`src/rtl/lat_mon_pkg.sv`:
```
package lat_mon_pkg;

  // Field codes on the low two bits of the read address
  typedef enum logic [1:0] {
    FLD_LAST = 2'd0,
    FLD_MAX  = 2'd1,
    FLD_SUM  = 2'd2,
    FLD_CNT  = 2'd3
  } stat_fld_e;

  localparam int CH_ACK = 0;
  localparam int CH_GAP = 1;
  localparam int NUM_CH = 2;
  localparam int ADDR_W = 3;

endpackage

```
`src/rtl/lat_interval_tracker.sv`:
```
module lat_interval_tracker #(
  parameter int CNT_W    = 16,
  parameter bit GAP_MODE = 1'b0
) (
  input  logic             clk,
  input  logic             rst_n,
  input  logic             ev_start_i,
  input  logic             ev_stop_i,
  output logic             rec_vld_o,
  output logic [CNT_W-1:0] rec_val_o
);

  localparam logic [CNT_W-1:0] CNT_MAX = {CNT_W{1'b1}};
  localparam logic [CNT_W-1:0] CNT_ONE = {{(CNT_W-1){1'b0}}, 1'b1};

  logic             open_q, open_d;
  logic [CNT_W-1:0] run_q, run_d, run_inc;
  logic             run_en;

  assign run_inc = (run_q == CNT_MAX) ? CNT_MAX : run_q + CNT_ONE;

  generate
    if (GAP_MODE) begin : g_gap
      // Interval restarts on each strobe; the first strobe only arms.
      always_comb begin
        rec_vld_o = ev_stop_i & open_q;
        rec_val_o = run_inc;
        open_d    = open_q | ev_start_i;
        run_d     = ev_start_i ? '0 : run_inc;
        run_en    = ev_start_i | open_q;
      end
    end else begin : g_ack
      // Episode opens on a stall, closes on the acknowledge cycle.
      logic             active;
      logic [CNT_W-1:0] cur;
      always_comb begin
        active    = open_q | ev_start_i;
        cur       = open_q ? run_inc : CNT_ONE;
        rec_vld_o = active & ev_stop_i;
        rec_val_o = cur;
        open_d    = active & ~ev_stop_i;
        run_d     = ev_stop_i ? '0 : cur;
        run_en    = active;
      end
    end
  endgenerate

  always_ff @(posedge clk or negedge rst_n) begin
    if (!rst_n) begin
      open_q <= 1'b0;
      run_q  <= '0;
    end else begin
      open_q <= open_d;
      if (run_en) begin
        run_q <= run_d;
      end
    end
  end

endmodule

```
`src/rtl/lat_stat_accum.sv`:
```
module lat_stat_accum #(
  parameter int CNT_W = 16,
  parameter int SUM_W = 48,
  parameter int NUM_W = 32
) (
  input  logic             clk,
  input  logic             rst_n,
  input  logic             rec_vld_i,
  input  logic [CNT_W-1:0] rec_val_i,
  input  logic             snap_i,
  output logic [CNT_W-1:0] snap_last_o,
  output logic [CNT_W-1:0] snap_max_o,
  output logic [SUM_W-1:0] snap_sum_o,
  output logic [NUM_W-1:0] snap_cnt_o
);

  localparam logic [SUM_W-1:0] SUM_MAX = {SUM_W{1'b1}};
  localparam logic [NUM_W-1:0] NUM_MAX = {NUM_W{1'b1}};
  localparam logic [NUM_W-1:0] NUM_ONE = {{(NUM_W-1){1'b0}}, 1'b1};
  localparam int               PAD_W   = SUM_W + 1 - CNT_W;

  logic [CNT_W-1:0] last_q, max_q;
  logic [SUM_W-1:0] sum_q;
  logic [NUM_W-1:0] cnt_q;

  logic [CNT_W-1:0] last_upd, max_upd, max_d;
  logic [SUM_W:0]   sum_ext;
  logic [SUM_W-1:0] sum_upd, sum_d;
  logic [NUM_W-1:0] cnt_upd, cnt_d;
  logic             live_en, last_en;

  // Update terms with this cycle's record folded in
  always_comb begin
    sum_ext  = {1'b0, sum_q} + {{PAD_W{1'b0}}, rec_val_i};
    last_upd = rec_vld_i ? rec_val_i : last_q;
    max_upd  = (rec_vld_i && (rec_val_i > max_q)) ? rec_val_i : max_q;
    sum_upd  = !rec_vld_i ? sum_q : (sum_ext[SUM_W] ? SUM_MAX : sum_ext[SUM_W-1:0]);
    cnt_upd  = (rec_vld_i && (cnt_q != NUM_MAX)) ? cnt_q + NUM_ONE : cnt_q;
  end

  // Live next state: cleared on snapshot
  always_comb begin
    live_en = rec_vld_i | snap_i;
    last_en = rec_vld_i;
    max_d   = snap_i ? '0 : max_upd;
    sum_d   = snap_i ? '0 : sum_upd;
    cnt_d   = snap_i ? '0 : cnt_upd;
  end

  always_ff @(posedge clk or negedge rst_n) begin
    if (!rst_n) begin
      last_q <= '0;
      max_q  <= '0;
      sum_q  <= '0;
      cnt_q  <= '0;
    end else begin
      if (last_en) begin
        last_q <= last_upd;
      end
      if (live_en) begin
        max_q <= max_d;
        sum_q <= sum_d;
        cnt_q <= cnt_d;
      end
    end
  end

  // Shadow set, loaded only by the snapshot strobe
  always_ff @(posedge clk or negedge rst_n) begin
    if (!rst_n) begin
      snap_last_o <= '0;
      snap_max_o  <= '0;
      snap_sum_o  <= '0;
      snap_cnt_o  <= '0;
    end else if (snap_i) begin
      snap_last_o <= last_upd;
      snap_max_o  <= max_upd;
      snap_sum_o  <= sum_upd;
      snap_cnt_o  <= cnt_upd;
    end
  end

endmodule

```
`src/rtl/dma_latency_monitor.sv`:
```
module dma_latency_monitor
  import lat_mon_pkg::*;
#(
  parameter int CNT_W = 16,
  parameter int SUM_W = 48,
  parameter int NUM_W = 32,
  localparam int DATA_W = (SUM_W > NUM_W) ? SUM_W : NUM_W
) (
  input  logic              clk,
  input  logic              rst_n,
  input  logic              wr_stall_i,
  input  logic              dma_ack_i,
  input  logic              desc_stb_i,
  input  logic              snap_i,
  input  logic [2:0]        rd_addr_i,
  output logic [DATA_W-1:0] rd_data_o
);

  logic [NUM_CH-1:0]  ev_start, ev_stop, rec_vld;
  logic [CNT_W-1:0]   rec_val   [NUM_CH];
  logic [CNT_W-1:0]   snap_last [NUM_CH];
  logic [CNT_W-1:0]   snap_max  [NUM_CH];
  logic [SUM_W-1:0]   snap_sum  [NUM_CH];
  logic [NUM_W-1:0]   snap_cnt  [NUM_CH];

  always_comb begin
    ev_start[CH_ACK] = wr_stall_i;
    ev_stop[CH_ACK]  = dma_ack_i;
    ev_start[CH_GAP] = desc_stb_i;
    ev_stop[CH_GAP]  = desc_stb_i;
  end

  generate
    for (genvar c = 0; c < NUM_CH; c++) begin : g_ch
      lat_interval_tracker #(
        .CNT_W   (CNT_W),
        .GAP_MODE(c == CH_GAP)
      ) u_trk (
        .clk       (clk),
        .rst_n     (rst_n),
        .ev_start_i(ev_start[c]),
        .ev_stop_i (ev_stop[c]),
        .rec_vld_o (rec_vld[c]),
        .rec_val_o (rec_val[c])
      );

      lat_stat_accum #(
        .CNT_W(CNT_W),
        .SUM_W(SUM_W),
        .NUM_W(NUM_W)
      ) u_acc (
        .clk        (clk),
        .rst_n      (rst_n),
        .rec_vld_i  (rec_vld[c]),
        .rec_val_i  (rec_val[c]),
        .snap_i     (snap_i),
        .snap_last_o(snap_last[c]),
        .snap_max_o (snap_max[c]),
        .snap_sum_o (snap_sum[c]),
        .snap_cnt_o (snap_cnt[c])
      );
    end
  endgenerate

  // Read select: bit 2 channel, bits 1:0 field
  logic      rd_ch;
  stat_fld_e rd_fld;

  always_comb begin
    rd_ch     = rd_addr_i[2];
    rd_fld    = stat_fld_e'(rd_addr_i[1:0]);
    rd_data_o = '0;
    case (rd_fld)
      FLD_LAST: rd_data_o[CNT_W-1:0] = snap_last[rd_ch];
      FLD_MAX:  rd_data_o[CNT_W-1:0] = snap_max[rd_ch];
      FLD_SUM:  rd_data_o[SUM_W-1:0] = snap_sum[rd_ch];
      FLD_CNT:  rd_data_o[NUM_W-1:0] = snap_cnt[rd_ch];
      default:  rd_data_o = '0;
    endcase
  end

endmodule

```
`config.mk`:
```
export PLATFORM = sky130hd
export DESIGN_NAME = dma_latency_monitor
export DESIGN_NICKNAME = d
export VERILOG_FILES = /design/src/rtl/lat_mon_pkg.sv /design/src/rtl/lat_interval_tracker.sv /design/src/rtl/lat_stat_accum.sv /design/src/rtl/dma_latency_monitor.sv
export SDC_FILE = /design/constraint.sdc
export NUM_CORES = 1
export LEC_CHECK = 0
export CORE_MARGIN = 3
export CORE_UTILIZATION = 55
export CTS_CLUSTER_DIAMETER = 50
export CTS_CLUSTER_SIZE = 14
export DETAILED_ROUTE_END_ITERATION = 10
export GPL_TIMING_DRIVEN = 0
export PLACE_DENSITY = 0.75
export SLEW_MARGIN = 20
export SYNTH_ARGS = -nofsm -noshare
export SYNTH_HDL_FRONTEND = slang
export SYNTH_SLANG_ARGS = --single-unit
```
`constraint.sdc`:
```
create_clock -name clk -period 4.9 [get_ports clk]
set_input_delay 1.47 -clock clk [delete_from_list [all_inputs] [get_ports clk]]
set_output_delay 1.47 -clock clk [all_outputs]
set_load 0.01 [all_outputs]
```
**Word level (Yosys, flattened, before mapping)**

Cells that the tools add are included.

- Bits in latches: 0
- Logic and storage cells: 86
- Flip-flop bits (word level): 482
- Memories: 0
- Bits in writable memories: 0
- Output and inout port bits: 48
- Bits in read-only memories: 0
- Input bits: 9

- Multiply operators: 0
- Eq/ne operators: 7
- Bitwise operators: 9
- Order comparisons: 3
- Add/sub/neg operators: 6
- Divide/modulo/power cells: 0
- Shifts and indexed selects: 0
- Muxes and demuxes: 36
- Reductions and logical operators: 5

Operator list:

| cell | count |
|---|---|
| 48-bit 2-to-1 mux | 9 |
| 16-bit 2-to-1 mux | 18 |
| 32-bit 2-to-1 mux | 7 |
| 48-bit by 16-bit adder with 49-bit output | 2 |
| 32-bit by 1-bit adder with 32-bit output, second input constant | 2 |
| 32-bit inequality test, second input constant | 2 |
| 16-bit one-hot mux with 4 select lines | 1 |
| 16-bit by 1-bit adder with 16-bit output, second input constant | 2 |
| 16-bit == test, second input constant | 2 |
| 16-bit > comparator | 2 |
| 16-bit one-hot mux with 2 select lines | 1 |
| 2-bit == test, second input constant | 2 |
| 1-bit logical AND | 4 |
| 1-bit bitwise OR | 4 |
| 1-bit AND | 3 |
| 2-bit by 1-bit == test with 1-bit output, second input constant | 1 |
| 2-bit >= comparator, second input constant | 1 |
| 2-bit zero test | 1 |
| 1-bit inverter with 2-bit output | 1 |
| 1-bit inverter | 1 |

**Logic depth before layout (Yosys ltp)**

Gate-level depths: netlist (run 1).

- Depth after elaboration: 7
- Depth in mapped cells: 20
- Depth with buffers taken out: 19

**Cells and area by module**

Synthesis (run 1) repeated with hierarchy kept, for this count alone.

- Cell total of the unflattened synthesis: 2,774
- Area total of the unflattened synthesis: 26,743.1 µm²

By module, submodules not included:

| module | cells an instance | instances | sequential area each (µm²) | area each (µm²) |
|---|---|---|---|---|
| lat_stat_accum at g_ch[1].u_acc | 1,224 | 1 | 5,605.4 | 11,547.3 |
| lat_stat_accum at g_ch[0].u_acc | 1,085 | 1 | 5,605.4 | 10,794.1 |
| dma_latency_monitor | 164 | 1 | 0.0 | 1,864.3 |
| lat_interval_tracker at g_ch[0].u_trk | 159 | 1 | 425.4 | 1,367.6 |
| lat_interval_tracker at g_ch[1].u_trk | 142 | 1 | 425.4 | 1,169.9 |

**Worst setup path before layout (run 1)**

No wires, ideal clock.

- Path type: input to output
- From: input port rd_addr_i[1]
- To: output port rd_data_o[10]
- Buffers on the path: 2
- Stages: 4
- Data required time: 3.430 ns
- Setup slack: 0.040 ns
- Arrival time: 3.390 ns
- Cells stage by stage: buf_1 -> buf_1 -> mux4_2 -> mux2_2

- Cells in the longest elaborated chain, start to end: 2
- Elaborated cells on any way between the ends: 5
- Classes of those cells: eq/ne (3); mux (1); reduce/logical (1)

RTL lines:

| item | line | RTL |
|---|---|---|
| start, declared | dma_latency_monitor.sv:15 | `input logic [2:0] rd_addr_i,` |
| 2-bit == test, or another cell as far along | dma_latency_monitor.sv:73 | `case (rd_fld)` |
| 16-bit one-hot mux with 4 select lines * | dma_latency_monitor.sv:73 |  |
| end, declared | dma_latency_monitor.sv:16 | `output logic [DATA_W-1:0] rd_data_o` |

Every way passes the cells marked *; elsewhere a longest branch is shown, timed or not.

**Worst setup path after layout (run 1)**

- From: input port rd_addr_i[0]
- To: output port rd_data_o[0]

The elaborated chain is that of the path after synthesis.

==> run_results.csv, run 1 <==
group,metric,value,unit
outcome,status,"complete, no violations",
clocking,cts_inserted_buffers,50,
setup_path,cp.required,3430,ps
synthesis,synth-edff-count,0,
route,drt_wl_total,76040,µm
layout,drive_gt1_share,11.58,%
timing,hold_viol,0,
route,viasPerCell,6.394,
global_routing,grt_max_degree,102,
setup_path,cp.buffers_inverters,4,
job,cap_viol_max_count,0,
global_routing,grt_pass1_vias,19950,
clocking,cts_num_sinks,482,
floorplanning,rows,76,
layout,syn2layout_area_growth,14.28,%
timing,tightest_slew,1003,ps
synthesis,synth-seq-cells,482,
setup_path,crit_type,"input pin to primary output",
worst_hold_path,hold-path-endpoint,"g_ch[0].u_acc.last_q[8]",
route,drtIter0Drc,2311,
global_routing,track_usage,32.26,%
power_and_ir_drop,p_per_area,326.7,nW/µm²
place,dp.cells,3106,
synthesis,synth_fp_nets,2538,
global_routing,antenna_found_initial,1,
place,gp_congestion,0.9571,
place,io_buffers,53,
power_and_ir_drop,peakVddDrop,0.2668,mV
clocking,htree_levels,2,
route,ant_nets,0,
timing,min_period,4886,ps
synthesis,seq_area_frac_synth,48.91,%
route,route.detailed.drc,0,
setup_path,start_kind,"input pin",
place,dp_hpwl,55590,µm
floorplanning,start_util,56.50,%
synthesis,synth_area_leader_cell,"dfrtp_1",
setup_path,r2r-start,"g_ch[0].u_trk.run_q[0]",
layout,multi_input_area,12070,µm²
setup_path,crit_chain,"clkdlybuf4s15_1 > buf_6 > clkbuf_8 > mux4_2 > mux2_2 > clkdlybuf4s50_1",
synthesis,synth.distinct_cells,72,
timing,clock_skew,18.90,ps
setup_path,rrSetupSlack,210,ps
layout,fillCellCount,3366,
synthesis,ys_top_cells_by_count,"dfrtp_1 (482), nor2_1 (394), a21oi_1 (190), nand2_1 (160), clkbuf_1 (114)",
timing,setup_viol,0,
timing,maxSlewViolCount,0,
global_routing,grt_overflow_total,0,
synthesis,synthesis.area,24660,µm²
synthesis,synth_area_leaders,"dfrtp_1 (49%), nor2_1 (6.0%), mux4_2 (4.4%)",
synthesis,postSynthAreaPerCell,10.01,µm²
worst_hold_path,hold_class,"flop to flop",
setup_path,r2r-end,"g_ch[0].u_acc.snap_sum_o[36]",
layout,final_nets,2659,
synthesis,yosysMostFrequentCell,"dfrtp_1",
setup_path,worstRegToRegCells,18,
route,wl_per_cell,23.75,µm
power_and_ir_drop,power.leakage,12.57,nW
route,vias,20472,
synthesis,synth_cells,2463,
clocking,cts_tree,"built",
floorplanning,dieArea,47420,µm²
clocking,clkTransAtPathRegs,60,ps
layout,regArea,12060,µm²
setup_path,cp_max_fo,10,
clocking,clock_path_buffers,3,
global_routing,grt_pass1_wl,117200,µm
timing,whs,479.5,ps
layout,instances_no_fill,3202,
clocking,root_buffer,"clkbuf_16",
timing,fmax,204.7,MHz
clocking,hold_buffers,0,
timing,slew_headroom,33.12,%
synthesis,synth_top_area_share,48.91,%
setup_path,cp-end-kind,"primary output",
worst_hold_path,holdCritStartpoint,"g_ch[0].u_acc.last_q[8]",
synthesis,yosys_warnings,0,
setup_path,critPathArrivalTime,3420,ps
synthesis,yosys_most_used_dff,"dfrtp_1",
floorplanning,dieWidth,217.8,µm
floorplanning,die_h,217.8,µm
route,drtPass1Iterations,7,
timing,finalCritPeriodShare,99.72,%
setup_path,crit_cells,6,
floorplanning,coreArea,43650,µm²
synthesis,async_flop_share,100.0,%
worst_hold_path,hold_depth,2,
floorplanning,boundaryPins,57,
setup_path,crit_slowest_cell,"clkdlybuf4s50_1",
setup_path,crit_path_max_incr_delay,500,ps
layout,antenna_cells,0,
setup_path,cpLargestDelayFamily,"buffers and inverters",
clocking,clock_latency,610,ps
==> flip-flops by register name, summed over array words and instances, names as in the netlist <==
register	cells
g_ch.u_acc.cnt_q	64
g_ch.u_acc.last_q	32
g_ch.u_acc.max_q	32
g_ch.u_acc.snap_cnt_o	64
g_ch.u_acc.snap_last_o	32
g_ch.u_acc.snap_max_o	32
g_ch.u_acc.snap_sum_o	96
g_ch.u_acc.sum_q	96
g_ch.u_trk.open_q	2
g_ch.u_trk.run_q	32
==> worst max path at each step <==
stage	endpoint	start	slack (ps)
after CTS	rd_data_o[12]	rd_addr_i[1]	3
after floorplan	rd_data_o[10]	rd_addr_i[1]	40
after global placement	g_ch[1].u_trk.run_q[8]	rst_n	-18470
after global routing	g_ch[1].u_acc.snap_sum_o[20]	g_ch[1].u_trk.run_q[3]	-2
after detailed placement	rd_data_o[12]	rd_addr_i[1]	-1490
final	rd_data_o[0]	rd_addr_i[0]	10
==> worst register-to-register path, stage by stage, from the launching register on <==
cell and delay, ps:
dfrtp_1 430, ha_1 250, nand3_1 230, nor2_1 120
nand2_1 160, nor2_4 80, or2_2 360, ha_1 230
fa_1 450, a31o_2 280, a31oi_1 160, o31a_1 280
o211a_1 250, o211ai_1 180, a31oi_1 240, clkbuf_2 360
nand2_1 90, mux2i_1 290, o21ai_0 130
==> cell families after synthesis <==
group,synth area share [%]
flip-flops,48.91
AO/OA/AOI/OAI,13.37
buffers and inverters,3.090
XOR/XNOR,4.901
AND/OR/NAND/NOR,16.49
multiplexers,9.832
adder cells (fa/ha/maj),3.409
==> routing by layer <==
| layer | part of all wire [%] | wire length [µm] | vias up | global-route usage [%] |
|---|---|---|---|---|
| met5 | 0.017 | 13 | - | 0 |
| met4 | 4.6 | 3510 | 2 | 13.37 |
| met3 | 9.7 | 7386 | 196 | 6.563 |
| met2 | 44 | 33740 | 1085 | 48.79 |
| met1 | 41 | 31390 | 10217 | 45.90 |
| li1 | - | - | 8972 | - |
==> placed cells by master (no fill, tap or decap), types with 54 or more instances in the layout <==
master	netlist	routed
and2_1	54	54
dfrtp_1	482	482
inv_1	67	67
clkbuf_1	114	101
o21ai_0	103	102
xnor2_1	71	71
nor3_1	62	60
xor2_1	67	67
ha_1	64	64
a21oi_1	190	189
nor2_1	394	382
nand2_1	160	158
nand3_1	64	62
mux2_2	65	65
mux2i_1	60	59
==> power breakdown <==
group	total (mW)	switching (mW)	leakage, nW	internal (mW)
clock	3.96	1.70	0.823	2.25
sequential	4.27	0.135	6.45	4.14
combinational	0.979	0.603	5.30	0.375
==> layout make-up <==
class                   instances  share of cell area [%]
repair buffers                 71                   2.792
well taps                     585                   2.597
multi-input cells            1783                   42.83
flip-flops and latches        482                   42.80
clock inverters                25                  0.9988
clock buffers                  60                   4.941
plain buffers                 128                   2.135
inverters                      68                  0.9056
==> per-stage QoR <==
step	area, µm²	util (%)	power (mW)	setup slack (ps)	TNS, ps
2_1_floorplan	24660	-	4.830	40.21	0
3_3_place_gp	25920	59.40	5.244	-18470	-8962890
3_5_place_dp	26090	59.78	5.274	-1487	-83070
4_1_cts	27950	64.04	9.192	2.680	0
5_1_grt	28180	64.57	9.483	-2.172	-2.172
6_report	28180	64.57	9.209	13.72	0
==> timing repair <==
action,CTS,global route
setup endpoints to repair,213,203
gates resized for setup,72,49
buffers inserted,4,9
hold endpoints to repair,0,0
pin swaps,1,4
(Power assumes the default switching activity.)
==> run 2, diff against run 1 <==
Settings changed: DONT_BUFFER_PORTS set to 1, PLACE_DENSITY 0.75 to 0.73.
==> run_results.csv, run 2 (synthesis results as in run 1) <==
group,metric,value,unit
setup_path,cp.required,5340,ps
power_and_ir_drop,power.leakage,12.19,nW
global_routing,antenna_found_initial,2,
setup_path,crit_type,"flop to flop",
setup_path,rrSetupSlack,120,ps
outcome,status,"complete, no violations",
clocking,hold_buffers,0,
global_routing,grt_pass1_vias,19878,
timing,finalCritPeriodShare,97.49,%
route,drt_wl_total,76170,µm
clocking,htree_levels,2,
route,drtPass1Iterations,5,
place,gp_congestion,0.9695,
setup_path,critPathArrivalTime,5220,ps
layout,regArea,12060,µm²
route,viasPerCell,6.447,
clocking,clock_path_buffers,3,
setup_path,cp-end-kind,"flop",
route,route.detailed.drc,0,
timing,setup_ws,123.1,ps
global_routing,globalRouteMet3Util,7.761,%
worst_hold_path,hold_class,"flop to flop",
worst_hold_path,hold_depth,2,
timing,slew_headroom,18.74,%
job,cap_viol_max_count,0,
setup_path,crit_slowest_cell,"fa_1",
layout,fin_util,62.68,%
clocking,clock_latency,610,ps
layout,fillCellCount,3527,
clocking,cts_tree,"built",
setup_path,start_kind,"flop",
global_routing,grt_pass1_wl,116600,µm
floorplanning,coreArea,43650,µm²
clocking,cts_num_sinks,482,
route,ant_nets,0,
route,wl_per_cell,24.27,µm
layout,multi_input_area,12080,µm²
setup_path,crit_path_max_incr_delay,460,ps
global_routing,grt_overflow_total,0,
route,vias,20231,
place,dp_slack,-954.3,ps
global_routing,grt_max_degree,483,
floorplanning,dieWidth,217.8,µm
floorplanning,die_h,217.8,µm
clocking,clkTransAtPathRegs,70,ps
global_routing,grtUsageMet1,45.50,%
timing,setup_viol,0,
global_routing,grt_busiest_layer,"met2",
clocking,cts_inserted_buffers,49,
timing,whs,474.0,ps
timing,fmax,209.3,MHz
setup_path,cp.buffers_inverters,1,
setup_path,worstRegToRegCells,18,
route,drtIter0Drc,2317,
setup_path,crit_chain,"ha_1 > nand3_1 > nor2_1 > nand2_1 > nor2_4 > or2_2 > ha_1 > fa_1 > a31o_2 > a31oi_1 > o31a_1 > o211a_1 > o211ai_1 > a31oi_1 > clkbuf_4 > nand2_1 > mux2i_1 > o21ai_0",
place,dp_hpwl,54480,µm
place,io_buffers,0,
timing,clock_skew,18.71,ps
clocking,root_buffer,"clkbuf_16",
timing,hold_viol,0,
setup_path,r2r-end,"g_ch[0].u_acc.snap_sum_o[46]",
global_routing,track_usage,32.18,%
timing,maxSlewViolCount,0,
layout,layout_commonest_cell,"dfrtp_1",
floorplanning,start_util,56.50,%
layout,top_regs,"g_ch.u_acc.snap_sum_o (96), g_ch.u_acc.sum_q (96)",
layout,drive_gt1_share,10.93,%
setup_path,cp_max_fo,10,
layout,final_cell_mix,"dfrtp_1 (481), nor2_1 (381), a21oi_1 (190)",
timing,tightest_slew,1219,ps
layout,final_nets,2597,
worst_hold_path,holdCritStartpoint,"g_ch[1].u_acc.last_q[14]",
power_and_ir_drop,p_per_area,328.9,nW/µm²
layout,syn2layout_area_growth,10.93,%
worst_hold_path,hold-path-endpoint,"g_ch[1].u_acc.last_q[14]",
global_routing,met2_usage,47.63,%
setup_path,cpLargestDelayFamily,"compound AO/OA/AOI/OAI gates",
setup_path,r2r-start,"g_ch[0].u_trk.run_q[0]",
floorplanning,rows,76,
floorplanning,boundaryPins,57,
floorplanning,dieArea,47420,µm²
timing,min_period,4777,ps
power_and_ir_drop,peakVddDrop,0.2676,mV
## run 2: cell count changes in the layout (fill, tap and decap cells not counted), sizes merged
cell / change
clkinvlp: -1
inv: -1
buf: -11
bufinv: +1
clkdlybuf4s50: -47
clkinv: -1
dlygate4sd2: -3
diode: +1
clkbuf: -2
## run 2: through the flow
stage | TNS (ps) | cells | total power [mW] | cell area [µm²]
3_5_place_dp | -50220 | 3048 | 5.116 | 25420
5_1_grt | -49.69 | 3137 | 9.239 | 27360
3_3_place_gp | -40980 | 3048 | 5.095 | 25390
2_1_floorplan | 0 | 2463 | 4.830 | 24660
6_report | 0 | 3138 | 8.998 | 27360
4_1_cts | 0 | 3131 | 8.988 | 27140
## run 2: where the power goes
group          internal, mW  leakage [nW]  switching [mW]
registers              4.14          6.45           0.135
clock network          2.21         0.791            1.70
logic                 0.302          4.95           0.516
## run 2: how the worst max path moves through the flow
stage	slack (ps)	endpoint	cells after the start	start
CTS	20	g_ch[1].u_acc.snap_max_o[15]	17	g_ch[1].u_trk.run_q[2]
finish	120	g_ch[0].u_acc.snap_sum_o[46]	18	g_ch[0].u_trk.run_q[0]
floorplan	40	rd_data_o[10]	4	rd_addr_i[1]
detailed placement	-950	g_ch[1].u_acc.snap_sum_o[30]	19	g_ch[1].u_trk.run_q[2]
global route	-20	g_ch[0].u_acc.snap_max_o[14]	17	g_ch[0].u_trk.run_q[4]
global placement	-800	g_ch[1].u_acc.snap_sum_o[38]	19	g_ch[1].u_trk.run_q[2]
## run 2: final cells by class
cell class                      count  area share, %
Tap cell                          585          2.676
Antenna cell                        1       0.009147
Clock buffer                       58          4.834
Clock inverter                     23          1.093
Sequential cell                   482          44.09
Inverter                           68         0.9330
Multi-Input combinational cell   1783          44.17
Timing Repair Buffer               10         0.2744
Buffer                            128          1.916
## run 2: routing by layer
layer / wire, µm / vias up
met5: 7 / -
met4: 3746 / 2
met3: 7305 / 199
met2: 33200 / 954
met1: 31910 / 10225
li1: - / 8851
## run 2: worst register-to-register path, delay by kind of cell (launching register included)
kind                     cells  cell delay [ps]
AO/OA/AOI/OAI                7             1580
adder cells (fa/ha/maj)      3              960
buffers and inverters        1              310
flip-flops                   1              440
multiplexers                 1              300
AND/OR/NAND/NOR              6             1050
## run 2: repair_timing
item                                    4_1_cts  5_1_grt
endpoints found under the setup margin      183      178
buffers inserted                              2        8
gates resized for setup                      28       47
pin swaps                                     2        6
